<file path="src/rtl/adc_host_ctrl.sv">
module adc_host_ctrl #(
  parameter int BUS_W        = 8,
  parameter int RES_W        = 10,
  parameter int OUT_W        = 16,
  parameter int PWRUP_CLKS   = 2000,
  parameter int STROBE_CLKS  = 2,
  parameter int ACQ_CLKS     = 8,
  parameter int TIMEOUT_CLKS = 4096
) (
  input  logic             clk,
  input  logic             rst_n,
  input  logic             pipe_en,
  input  logic             req_valid,
  output logic             req_ready,
  input  logic [BUS_W-6:0] req_chan,
  input  logic             req_single,
  input  logic             req_unipolar,
  input  logic [1:0]       req_pwr,
  input  logic             req_ext_acq,
  output logic             res_valid,
  output logic [OUT_W-1:0] res_data,
  output logic             res_err,
  output logic             cs_n,
  output logic             wr_n,
  output logic             rd_n,
  output logic             hben,
  output logic             bus_oe,
  output logic [BUS_W-1:0] bus_out,
  input  logic [BUS_W-1:0] bus_in,
  input  logic             int_n
);
  localparam int CH_W = BUS_W - 5;
  localparam int HI_W = RES_W - BUS_W;
  localparam int PAD  = OUT_W - RES_W;
  localparam int M1   = (PWRUP_CLKS > TIMEOUT_CLKS) ? PWRUP_CLKS : TIMEOUT_CLKS;
  localparam int M2   = (ACQ_CLKS > STROBE_CLKS) ? ACQ_CLKS : STROBE_CLKS;
  localparam int CMAX = (M1 > M2) ? M1 : M2;
  localparam int CW   = $clog2(CMAX + 1) < 3 ? 3 : $clog2(CMAX + 1);

  typedef struct packed {
    logic            ext;
    logic [1:0]      pwr;
    logic            single;
    logic            uni;
    logic [CH_W-1:0] chan;
  } cfg_t;

  typedef enum logic [2:0] {
    ST_PWRUP, ST_IDLE, ST_WRA, ST_ACQ, ST_WRB, ST_WAIT, ST_RDL, ST_RDH
  } st_t;

  st_t             st;
  logic [1:0]      ph;
  logic [CW-1:0]   cnt;
  cfg_t            cur, nxt, wcfg, rq;
  logic            piped;
  logic [1:0]      int_s;
  logic [BUS_W-1:0] lo;
  logic [HI_W-1:0] hi;

  wire is_wr      = (st == ST_WRA) || (st == ST_WRB);
  wire is_rd      = (st == ST_RDL) || (st == ST_RDH);
  wire in_bus     = is_wr || is_rd;
  wire strobe_end = (ph == 2'd1) && (cnt == CW'(STROBE_CLKS - 1));
  wire bus_done   = in_bus && (ph == 2'd3);
  wire int_seen   = !int_s[1] && (cnt >= CW'(2));

  assign rq   = {req_ext_acq, req_pwr, req_single, req_unipolar, req_chan};
  assign wcfg = piped ? nxt : cur;

  assign req_ready = (st == ST_IDLE) || ((st == ST_WAIT) && pipe_en && int_seen);
  assign cs_n    = !(in_bus && (ph != 2'd3));
  assign wr_n    = !(is_wr && (ph == 2'd1));
  assign rd_n    = !(is_rd && (ph == 2'd1));
  assign hben    = (st == ST_RDH);
  assign bus_oe  = is_wr && (ph != 2'd3);
  assign bus_out = {wcfg.pwr, (st == ST_WRA) ? wcfg.ext : 1'b0, wcfg.single, wcfg.uni, wcfg.chan};

  always_ff @(posedge clk) begin
    if (!rst_n) int_s <= 2'b11;
    else        int_s <= {int_s[0], int_n};
  end

  always_ff @(posedge clk) begin
    if (!rst_n) begin
      st        <= ST_PWRUP;
      ph        <= 2'd0;
      cnt       <= '0;
      cur       <= '0;
      nxt       <= '0;
      piped     <= 1'b0;
      lo        <= '0;
      hi        <= '0;
      res_valid <= 1'b0;
      res_err   <= 1'b0;
      res_data  <= '0;
    end else begin
      res_valid <= 1'b0;
      if (in_bus) begin
        case (ph)
          2'd0: begin
            ph  <= 2'd1;
            cnt <= '0;
          end
          2'd1: begin
            if (strobe_end) begin
              ph <= 2'd2;
              if (st == ST_RDL) lo <= bus_in;
              if (st == ST_RDH) hi <= bus_in[HI_W-1:0];
            end else begin
              cnt <= cnt + 1'b1;
            end
          end
          2'd2: ph <= 2'd3;
          default: begin
            ph  <= 2'd0;
            cnt <= '0;
          end
        endcase
      end
      case (st)
        ST_PWRUP: begin
          if (cnt == CW'(PWRUP_CLKS - 1)) begin
            st  <= ST_IDLE;
            cnt <= '0;
          end else begin
            cnt <= cnt + 1'b1;
          end
        end
        ST_IDLE: begin
          if (req_valid) begin
            cur <= rq;
            st  <= ST_WRA;
            ph  <= 2'd0;
            cnt <= '0;
          end
        end
        ST_WRA: begin
          if (bus_done) begin
            if (piped)         st <= ST_RDL;
            else if (cur.ext)  st <= ST_ACQ;
            else               st <= ST_WAIT;
          end
        end
        ST_ACQ: begin
          if (cnt == CW'(ACQ_CLKS - 1)) begin
            st  <= ST_WRB;
            cnt <= '0;
          end else begin
            cnt <= cnt + 1'b1;
          end
        end
        ST_WRB: begin
          if (bus_done) st <= ST_WAIT;
        end
        ST_WAIT: begin
          if (int_seen) begin
            cnt <= '0;
            if (pipe_en && req_valid) begin
              nxt   <= rq;
              piped <= 1'b1;
              st    <= ST_WRA;
            end else begin
              st <= ST_RDL;
            end
          end else if (cnt == CW'(TIMEOUT_CLKS - 1)) begin
            cnt       <= '0;
            st        <= ST_IDLE;
            res_valid <= 1'b1;
            res_err   <= 1'b1;
            res_data  <= '0;
          end else begin
            cnt <= cnt + 1'b1;
          end
        end
        ST_RDL: begin
          if (bus_done) st <= ST_RDH;
        end
        ST_RDH: begin
          if (bus_done) begin
            res_valid <= 1'b1;
            res_err   <= 1'b0;
            res_data  <= cur.uni ? {{PAD{1'b0}}, hi, lo} : {{PAD{hi[HI_W-1]}}, hi, lo};
            if (piped) begin
              cur   <= nxt;
              piped <= 1'b0;
              st    <= nxt.ext ? ST_ACQ : ST_WAIT;
            end else begin
              st <= ST_IDLE;
            end
          end
        end
        default: st <= ST_IDLE;
      endcase
    end
  end

  a_r1_quiet_pwrup: assert property (@(posedge clk) disable iff (!rst_n)
    (st == ST_PWRUP) |-> (cs_n && !req_ready));
  a_r3_wr_in_cs: assert property (@(posedge clk) disable iff (!rst_n)
    !wr_n |-> !cs_n);
  a_r3_rd_in_cs: assert property (@(posedge clk) disable iff (!rst_n)
    !rd_n |-> !cs_n);
  a_r3_one_strobe: assert property (@(posedge clk) disable iff (!rst_n)
    !(!wr_n && !rd_n));
  a_r3_data_held: assert property (@(posedge clk) disable iff (!rst_n)
    !wr_n |=> (bus_oe && !cs_n && $stable(bus_out)));
  a_r7_err_zero: assert property (@(posedge clk) disable iff (!rst_n)
    (res_valid && res_err) |-> (res_data == '0));
  a_r10_pulse: assert property (@(posedge clk) disable iff (!rst_n)
    res_valid |=> !res_valid);
endmodule

</file>
<file path="config.mk">
export PLATFORM = sky130hd
export DESIGN_NAME = adc_host_ctrl
export DESIGN_NICKNAME = d
export VERILOG_FILES = /design/src/rtl/adc_host_ctrl.sv
export SDC_FILE = /design/constraint.sdc
export NUM_CORES = 1
export LEC_CHECK = 0
export BUFFER_PORTS_ARGS = -buffer_cell sky130_fd_sc_hd__buf_2
export CORE_AREA = 2 2 91 67
export DETAILED_ROUTE_END_ITERATION = 12
export DIE_AREA = 0 0 93 69
export MAX_ROUTING_LAYER = met4
export PLACE_DENSITY = 0.93
export SETUP_SLACK_MARGIN = 0.2
export SYNTH_ARGS = -nofsm -noshare
export SYNTH_HDL_FRONTEND = slang
export SYNTH_SLANG_ARGS = --single-unit
</file>
<file path="constraint.sdc">
create_clock -name clk -period 4.6 [get_ports clk]
set_input_delay 0.46 -clock clk [delete_from_list [all_inputs] [get_ports clk]]
set_output_delay 0.46 -clock clk [all_outputs]
set_load 0.02 [all_outputs]
</file>
==> reports/qor.txt, run 1 <==
Max Cap Violations -> 0
Hold crit path type -> in2reg
Root Driver -> clkbuf_8
DRT Pass-1 Iters -> 5
Clock buffer depth -> 2
Cts-stage hold buffer count -> 0
Crit Path Max Fanout -> 23
Number of global-route vias before repair -> 2813
Final HPWL DP -> 5.62 mm
DR WL/cell -> 15.4 um
CP endpoint -> hben
Worst R2R Path Depth -> 6
Via/cell ratio -> 5.87
FF-to-FF End -> res_data[14]
CTS sink cnt -> 60
Worst-Margin Slew -> 0.899 ns
Largest cells by area after synthesis -> dfxtp_1 37%, nor2_1 6.4%, nand2_1 6.3%
Hold Vio Cnt, Final -> 0
PwrDens -> 405 nW/um^2
Post-synthesis sequential area ratio -> 37.4%
Synth Instances -> 397
Filler Cell Count -> 490
Register clock-pin slew on the reported worst setup and hold paths -> 0.08 ns
Synth area leader -> dfxtp_1
Headroom to the max-slew limit -> 39.7%
FP Rows -> 23
Setup Crit Path Kind -> reg2out
Placer Congestion -> 0.916
Crit path from -> st[2]
Synth Area in Adders -> 2.73%
Most frequent cells in the layout -> 60 x dfxtp_1, 55 x nor2_1, 54 x nand2_1
Crit path required time -> 4.14 ns
Slew Viols, Final -> 0
Antenna Cells -> 0
Die ar. -> 6420 sq um
Final design utilization -> 65.8%
Avg Cell Area, Syn -> 8.08 sq um
Nature of the critical path startpoint -> flop
Area growth syn-to-layout -> 13.2%
Grt total ovfl -> 0
Drt initial violations -> 270
Initial antenna violation count -> 0
Chip width -> 93 um
Top FF cell, synth -> dfxtp_1
Post-synthesis mux area share -> 8.73%
CTS buffer count -> 9
Post-synth top area share -> 37.4%
Period utilisation layout -> 67.2%
Skew final -> 0.0140 ns
Starting Density -> 58.1%
Syn Nets -> 425
Die height -> 69 um
Distinct cells, synth -> 61
Routed WL -> 7.92 mm
Routed Antenna Nets -> 0
Final Critical Period -> 3.09 ns
Vias after detailed routing -> 3025
VDD IR max -> 0.283 mV
Cell Count, Final, Fillers Out -> 515
Final setup vio count -> 0
Tot Pwr -> 1.47 mW
Synth Area in XOR/XNOR -> 1.91%
DRC violations left -> 0
Largest net degree at the start of global routing -> 35
Post-Place Cells -> 499
Reg2reg start -> st[2]
Max frequency -> 0.323 GHz
IO Pins -> 53
Synth Register Bits -> 60
Total GRT Usage -> 26.6%
Main combinational cell family by area after synthesis -> simple AND/OR/NAND/NOR gates
Setup TNS -> 0 ns
Layout cells sized above 1 -> 20.7%
Htree depth -> 3
Cell area after synthesis -> 3210 sq um
Post-synthesis simple-gate area fraction -> 26.7%
Latest clock arrival within the worst-skew pair -> 0.35 ns
CTS tree -> done
Worst EP arrival -> 2.63 ns
Cts repair resizes -> 0
Fin Hold WS -> 0.297 ns
RSZ-0062 raised after global routing -> no
Core footprint -> 5530 sq um
Post-CTS Setup Inserts -> 0
Yosys warnings -> 0
Reg2reg setup slack -> 1.68 ns
Post-synth EDFFs -> 0
Synth Area in Compound Gates -> 16.8%
Multi-input gate area in the final layout -> 1830 sq um
Total Nets Final -> 463
Register area -> 1200 sq um
First-pass GRT wire length -> 13.4 mm
Most common cell after layout, fill and taps aside -> dfxtp_1
CP Capture Type -> primary output
Number of port buffers -> 52
Status -> finished clean
Asr flop ratio synth -> 0%
P_leak -> 1.39 nW
==> worst max-delay path: stages, from the launching register on <==
cell and delay [ns]:
dfxtp_1 0.78, nand3_1 0.52, inv_1 0.69, buf_2 0.29
==> per-layer routing <==
metal | GRT usage, % | vias up | part of all wire, %
li1 | - | 1472 | -
met1 | 35.4 | 1409 | 44
met4 | 8.01 | 0 | 0.96
met2 | 39.9 | 132 | 47
met3 | 7.10 | 12 | 8.4
met5 | - | - | 0
==> cell usage after synthesis, types with 2 or more instances <==
cell,count
a211oi_1,2
a21o_1,3
a21oi_1,21
a31oi_1,3
and2_1,3
and3_1,3
buf_2,3
buf_4,5
buf_6,2
clkbuf_1,16
dfxtp_1,60
ha_1,7
inv_1,11
mux2_2,8
mux2i_1,19
nand2_1,54
nand2b_1,6
nand3_1,8
nand4_1,15
nor2_1,55
nor2b_1,4
nor3_1,9
nor4_1,2
o211ai_1,4
o21ai_0,6
o21ai_1,19
o22ai_1,2
or3_1,9
xnor2_1,5
xor2_1,2
==> worst min-delay path by stage <==
stage / slack, ns / endpoint / from / depth (start not counted)
after floorplan: 0.39 / int_s[1] / int_s[0] / 1
after global placement: 0.39 / int_s[1] / int_s[0] / 1
after detailed placement: 0.40 / int_s[1] / int_s[0] / 1
after CTS: 0.29 / int_s[0] / int_n / 2
after global routing: 0.30 / int_s[0] / int_n / 2
final: 0.30 / int_s[0] / int_n / 2
==> final cells by class <==
class | instances | area share, %
Clock buffer | 11 | 4.17
Inverter | 12 | 1.24
Tap cell | 75 | 2.58
Multi-Input combinational cell | 298 | 50.4
Clock inverter | 5 | 0.999
Timing Repair Buffer | 54 | 7.58
Sequential cell | 60 | 33.1
==> power breakdown <==
| part | total, mW | leakage, nW | switching [mW] | internal [mW] |
|---|---|---|---|---|
| clock | 0.445 | 0.0876 | 0.221 | 0.224 |
| combinational | 0.408 | 0.815 | 0.258 | 0.150 |
| sequential | 0.618 | 0.485 | 0.0662 | 0.552 |
| total | 1.47 | 1.39 | 0.545 | 0.926 |
==> kinds of logic (layout without fill, tap and decap cells) <==
family          after synthesis  after routing
buf+inv                      39             82
fa+ha+maj                     7              7
mux                          27             27
compound gates               80             80
flops                        60             60
simple gates                177            177
xor+xnor                      7              7
==> sequential cells by signal, summed over array words and instances (netlist names), 2 cells and up <==
name / cells
cnt: 13
cur: 8
hi: 2
int_s: 2
lo: 8
nxt: 8
ph: 2
res_data: 11
st: 3
==> per-stage QoR <==
step / setup slack [ns] / area, sq um
floorplan: 2.53 / 3210
detailed placement: 1.76 / 3450
finish: 1.51 / 3630
CTS: 1.55 / 3630
global placement: 1.88 / 3450
global route: 1.28 / 3630
Note: power is estimated with default switching activity, not from simulation.
==> run 2: changes to the inputs <==
CORE_AREA = 2 2 98 72   (was 2 2 91 67)
DIE_AREA = 0 0 100 74   (was 0 0 93 69)
PLACE_DENSITY = 0.86   (was 0.93)
clock period = 2.8 ns   (was 4.6 ns; I/O delays follow)
==> reports/qor.txt, run 2 (same netlist as run 1, synthesis figures left out) <==
Largest net degree at the start of global routing -> 36 (+2.9%)
Routed WL -> 8.16 mm (+3.1%)
Register clock-pin slew on the reported worst setup and hold paths -> 0.08 ns (about the same)
Worst path depth -> 7 (+4)
Worst R2R Path Depth -> 7 (+1)
IO Pins -> 53 (unchanged)
Root Driver -> clkbuf_8
Initial antenna violation count -> 0 (unchanged)
Nature of the critical path startpoint -> flop
RSZ-0062 raised after global routing -> no
Hold Vio Cnt, Final -> 0 (unchanged)
Latest clock arrival within the worst-skew pair -> 0.34 ns (about the same)
Max FFs per register -> 13 (unchanged)
WP buf/inv -> 1 (-1)
DR WL/cell -> 15.5 um (+0.71%)
Total Nets Final -> 469 (+1.3%)
Worst-Margin Slew -> 0.599 ns (-0.300 ns)
Final HPWL DP -> 5.70 mm (+1.5%)
Period utilisation layout -> 84.6%
Hold crit path type -> in2reg
Routed Antenna Nets -> 0 (unchanged)
DRT Pass-1 Iters -> 5 (unchanged)
Post-Place Cells -> 511 (+2.4%)
Via/cell ratio -> 5.69 (-3.1%)
Cts-stage hold buffer count -> 0 (unchanged)
Cell Count, Final, Fillers Out -> 527 (+2.3%)
Chip width -> 100 um (+7.5%)
Reg2reg setup slack -> 0.43 ns (-1.25 ns)
FP Rows -> 25 (+8.7%)
Largest registers -> cnt x13, res_data x11
Final setup vio count -> 0 (unchanged)
Setup ws final -> 0.431 ns (-1.08 ns)
Biggest register -> cnt
PwrDens -> 672 nW/um^2 (+66%)
CTS buffer count -> 9 (unchanged)
Crit-path leading delay family -> simple AND/OR/NAND/NOR gates
Status -> finished clean
Core footprint -> 6510 sq um (+18%)
Reg2reg start -> cnt[0]
CP max stage cell -> or4_4
Setup Crit Path Kind -> reg2reg
Most common cell after layout, fill and taps aside -> dfxtp_1
Starting Density -> 49.3% (-8.8 points)
Worst EP arrival -> 2.64 ns (about the same)
P_leak -> 1.43 nW (+2.9%)
Max Cap Violations -> 0 (unchanged)
CTS sink cnt -> 60 (unchanged)
Slew Viols, Final -> 0 (unchanged)
Number of global-route vias before repair -> 2746 (-2.4%)
Number of port buffers -> 52 (unchanged)
CP dominant cell by count -> nand4_1
Htree depth -> 3 (unchanged)
Die ar. -> 7400 sq um (+15%)
Most frequent cells in the layout -> 59 x dfxtp_1, 54 x nand2_1, 54 x nor2_1
CP endpoint -> res_data[9]
Area growth syn-to-layout -> 15.4%
Clock buffer depth -> 2 (unchanged)
Setup TNS -> 0 ns (unchanged)
CTS tree -> done
Layout cells sized above 1 -> 22.2% (+1.5 points)
First-pass GRT wire length -> 13.3 mm (-0.62%)
Total GRT Usage -> 23.7% (-2.9 points)
Drt initial violations -> 242 (-10%)
Max frequency -> 0.422 GHz
Die height -> 74 um (+7.2%)
Crit path required time -> 3.07 ns (-1.07 ns)
FF-to-FF End -> res_data[9]
Tot Pwr -> 2.49 mW (+69%)
Crit path from -> cnt[0]
Vias after detailed routing -> 2998 (-0.89%)
CP Capture Type -> flop
Crit Path Max Fanout -> 22 (-4.3%)
Critical path cell sequence -> ha_1 > nand4_1 > or4_4 > o31ai_4 > buf_4 > nand4_1 > o21ai_1
Grt total ovfl -> 0 (unchanged)
Antenna Cells -> 0 (unchanged)
VDD IR max -> 0.365 mV (+29%)
DRC violations left -> 0 (unchanged)
Final Critical Period -> 2.37 ns
Crit path largest cell delay -> 0.55 ns (-0.23 ns)
Placer Congestion -> 0.948 (+3.5%)
Headroom to the max-slew limit -> 60.0% (+20 points)
Worst slack, placed -> 0.456 ns (-1.30 ns)
Skew final -> 0.0113 ns (-0.00273 ns)
run 2: cell count changes in the layout (fill, tap and decap cells not counted):
cell        previous run  this run
buf_4                  2         8
bufinv_16              0         1
clkbuf_8              11        10
clkinv_2               1         2
clkinvlp_4             3         2
dfxtp_1               60        59
dfxtp_2                0         1
nor2_1                55        54
nor2_2                 0         1
run 2: how the worst min path moves through the flow:
stage | from | endpoint | slack [ns] | cells after the start
2_1_floorplan | int_n | int_s[0] | 0.38 | 1
3_3_place_gp | int_s[0] | int_s[1] | 0.39 | 1
3_5_place_dp | int_s[0] | int_s[1] | 0.43 | 1
4_1_cts | int_n | int_s[0] | 0.11 | 2
5_1_grt | int_n | int_s[0] | 0.12 | 2
6_report | int_n | int_s[0] | 0.12 | 2
run 2: cell type report:
| cell class | count | area (sq um) |
|---|---|---|
| clock inverters | 6 | 63.8 |
| repair buffers | 60 | 320 |
| flip-flops and latches | 60 | 1200 |
| multi-input cells | 298 | 1830 |
| clock buffers | 10 | 138 |
| well taps | 81 | 101 |
| inverters | 12 | 45.0 |
| fillers | 614 | 2800 |
run 2: routing by layer:
metal	share of wire, %	GRT usage (%)
met1	48	32.3
met2	44	34.9
met3	6.5	5.73
met4	1.0	7.46
met5	0	-
run 2: where the power goes:
part           leakage, nW  internal (mW)  switching (mW)  total [mW]
registers            0.485          0.908           0.103        1.01
clock network       0.0983          0.433           0.352       0.785
logic                0.845          0.255           0.437       0.691
run 2: through the flow:
step	utilization [%]	instance area, sq um	hold WS [ns]
after floorplan	-	3210	0.381
after global placement	53.8	3500	0.388
after detailed placement	53.8	3500	0.433
after CTS	56.9	3700	0.106
after global routing	56.9	3700	0.121
final	56.9	3700	0.120
run 2: repair_timing:
item	CTS	global route
endpoints found under the setup margin	0	2
resized for setup	0	2
setup buffers	0	0
==> run 3: changes to the inputs <==
CORE_AREA = 2 2 94 69   (was 2 2 98 72)
DIE_AREA = 0 0 96 71   (was 0 0 100 74)
PLACE_DENSITY = 0.89   (was 0.86)
clock period = 2.3 ns   (was 2.8 ns; I/O delays follow)
==> reports/qor.txt, run 3 (same netlist as run 1, synthesis figures left out) <==
Setup TNS -> 0 ns (unchanged)
Final setup vio count -> 0 (unchanged)
Die ar. -> 6820 sq um (-7.9%)
DRC violations left -> 0 (unchanged)
Reg2reg start -> cnt[1]
Antenna Cells -> 0 (unchanged)
CTS buffer count -> 9 (unchanged)
Slew Viols, Final -> 0 (unchanged)
Final Critical Period -> 2.10 ns (-0.267 ns)
Largest registers -> cnt x13, res_data x11
Core footprint -> 5980 sq um (-8.2%)
Most frequent cells in the layout -> 54 x nand2_1, 54 x nor2_1, 51 x buf_2
FP Rows -> 24 (-4.0%)
Crit path required time -> 2.50 ns (-0.57 ns)
VDD IR max -> 0.667 mV (+83%)
First-pass GRT wire length -> 14.1 mm (+6.2%)
Area growth syn-to-layout -> 25.0%
PwrDens -> 822 nW/um^2 (+22%)
RSZ-0062 raised after global routing -> yes
Crit path from -> cnt[1]
Initial antenna violation count -> 0 (unchanged)
Root Driver -> clkbuf_8
Htree depth -> 3 (unchanged)
Status -> finished clean
Starting Density -> 53.7% (+4.4 points)
Total Nets Final -> 489 (+4.3%)
Total GRT Usage -> 27.3% (+3.7 points)
Setup ws final -> 0.198 ns (-0.233 ns)
IO Pins -> 53 (unchanged)
Routed WL -> 8.80 mm (+7.8%)
Biggest register -> cnt
Cts-stage hold buffer count -> 0 (unchanged)
Max FFs per register -> 13 (unchanged)
Number of global-route vias before repair -> 2940 (+7.1%)
Via/cell ratio -> 5.94 (+4.5%)
Hold crit path type -> in2reg
CTS sink cnt -> 60 (unchanged)
Worst EP arrival -> 2.31 ns (-0.33 ns)
Crit Path Max Fanout -> 6 (-73%)
Largest net degree at the start of global routing -> 31 (-14%)
CTS tree -> done
Worst slack, placed -> 0.0545 ns (-0.401 ns)
Period utilisation layout -> 91.4% (+6.8 points)
Drt initial violations -> 331 (+37%)
Max frequency -> 0.476 GHz (+13%)
Placer Congestion -> 0.972 (+2.5%)
Max Cap Violations -> 0 (unchanged)
Layout cells sized above 1 -> 30.1% (+7.9 points)
Headroom to the max-slew limit -> 63.2% (+3.2 points)
CP Capture Type -> flop
Die height -> 71 um (-4.1%)
DRT Pass-1 Iters -> 7 (+2)
Chip width -> 96 um (-4.0%)
Setup Crit Path Kind -> reg2reg
Register clock-pin slew on the reported worst setup and hold paths -> 0.07 ns (about the same)
Latest clock arrival within the worst-skew pair -> 0.34 ns (about the same)
Worst-Margin Slew -> 0.549 ns (-0.0501 ns)
P_leak -> 1.59 nW (+11%)
Number of port buffers -> 52 (unchanged)
Final HPWL DP -> 6.08 mm (+6.6%)
DR WL/cell -> 16.2 um (+4.7%)
Grt total ovfl -> 0 (unchanged)
Skew final -> 0.0112 ns (-0.0000610 ns)
Clock buffer depth -> 2 (unchanged)
Nature of the critical path startpoint -> flop
Routed Antenna Nets -> 0 (unchanged)
Vias after detailed routing -> 3228 (+7.7%)
Hold Startpoint -> int_n
Hold Vio Cnt, Final -> 0 (unchanged)
[run 3: cell types whose count changed in the layout (fill, tap and decap cells not counted), moves of 2 or more]
cell     change
buf_12       +2
ha_1         -2
dfxtp_2      +9
dfxtp_1     -10
buf_4       +17
nor3_1       -2
[run 3: path summary, 6_finish.rpt]
kind / endpoint / slack [ns] / cells after the start
worst max-delay path: st[2] / 0.20 / 6
worst max register to register: st[2] / 0.20 / 6
worst min-delay path: int_s[0] / 0.08 / 2
worst min register to register: int_s[1] / 0.42 / 1
[run 3: per-layer routing]
metal | part of all wire, % | global-route usage [%]
met1 | 45 | 36.8
met2 | 46 | 40.2
met3 | 7.8 | 6.28
met4 | 1.7 | 10.0
met5 | 0 | -
[run 3: layout make-up]
type / instances / area [sq um]
Clock buffer: 10 / 138
Clock inverter: 5 / 52.6
Fill cell: 478 / 1970
Inverter: 12 / 45.0
Multi-Input combinational cell: 298 / 1940
Sequential cell: 60 / 1220
Tap cell: 78 / 97.6
Timing Repair Buffer: 80 / 519
[run 3: report_power, final]
part | switching (mW) | internal (mW) | total (mW)
clock network | 0.416 | 0.517 | 0.934
registers | 0.117 | 1.12 | 1.23
logic | 0.647 | 0.483 | 1.13
total | 1.18 | 2.12 | 3.30
[run 3: per-stage QoR]
stage	total power, mW	utilization, %	instances	cell area (sq um)	hold WS [ns]
after CTS	3.12	63.7	533	3810	0.0675
after detailed placement	2.14	59.8	517	3570	0.406
after floorplan	1.84	-	397	3210	0.331
after global placement	2.10	59.8	517	3570	0.391
after global routing	3.43	67.1	543	4010	0.0730
final	3.30	67.1	543	4010	0.0770
[run 3: timing repair]
| action | 4_1_cts | 5_1_grt |
|---|---|---|
| endpoints found under the setup margin | 23 | 37 |
| setup buffers | 1 | 9 |
| cloned | 0 | 1 |
| pin swaps | 3 | 8 |
| gates resized for setup | 9 | 26 |
[run 3: worst max-delay path, stage by stage (launching register included)]
cell and delay (ns):
dfxtp_4 0.39, ha_4 0.16, nand3_1 0.19, o41ai_4 0.47
nand4_1 0.33, a211oi_2 0.31, a221oi_1 0.12
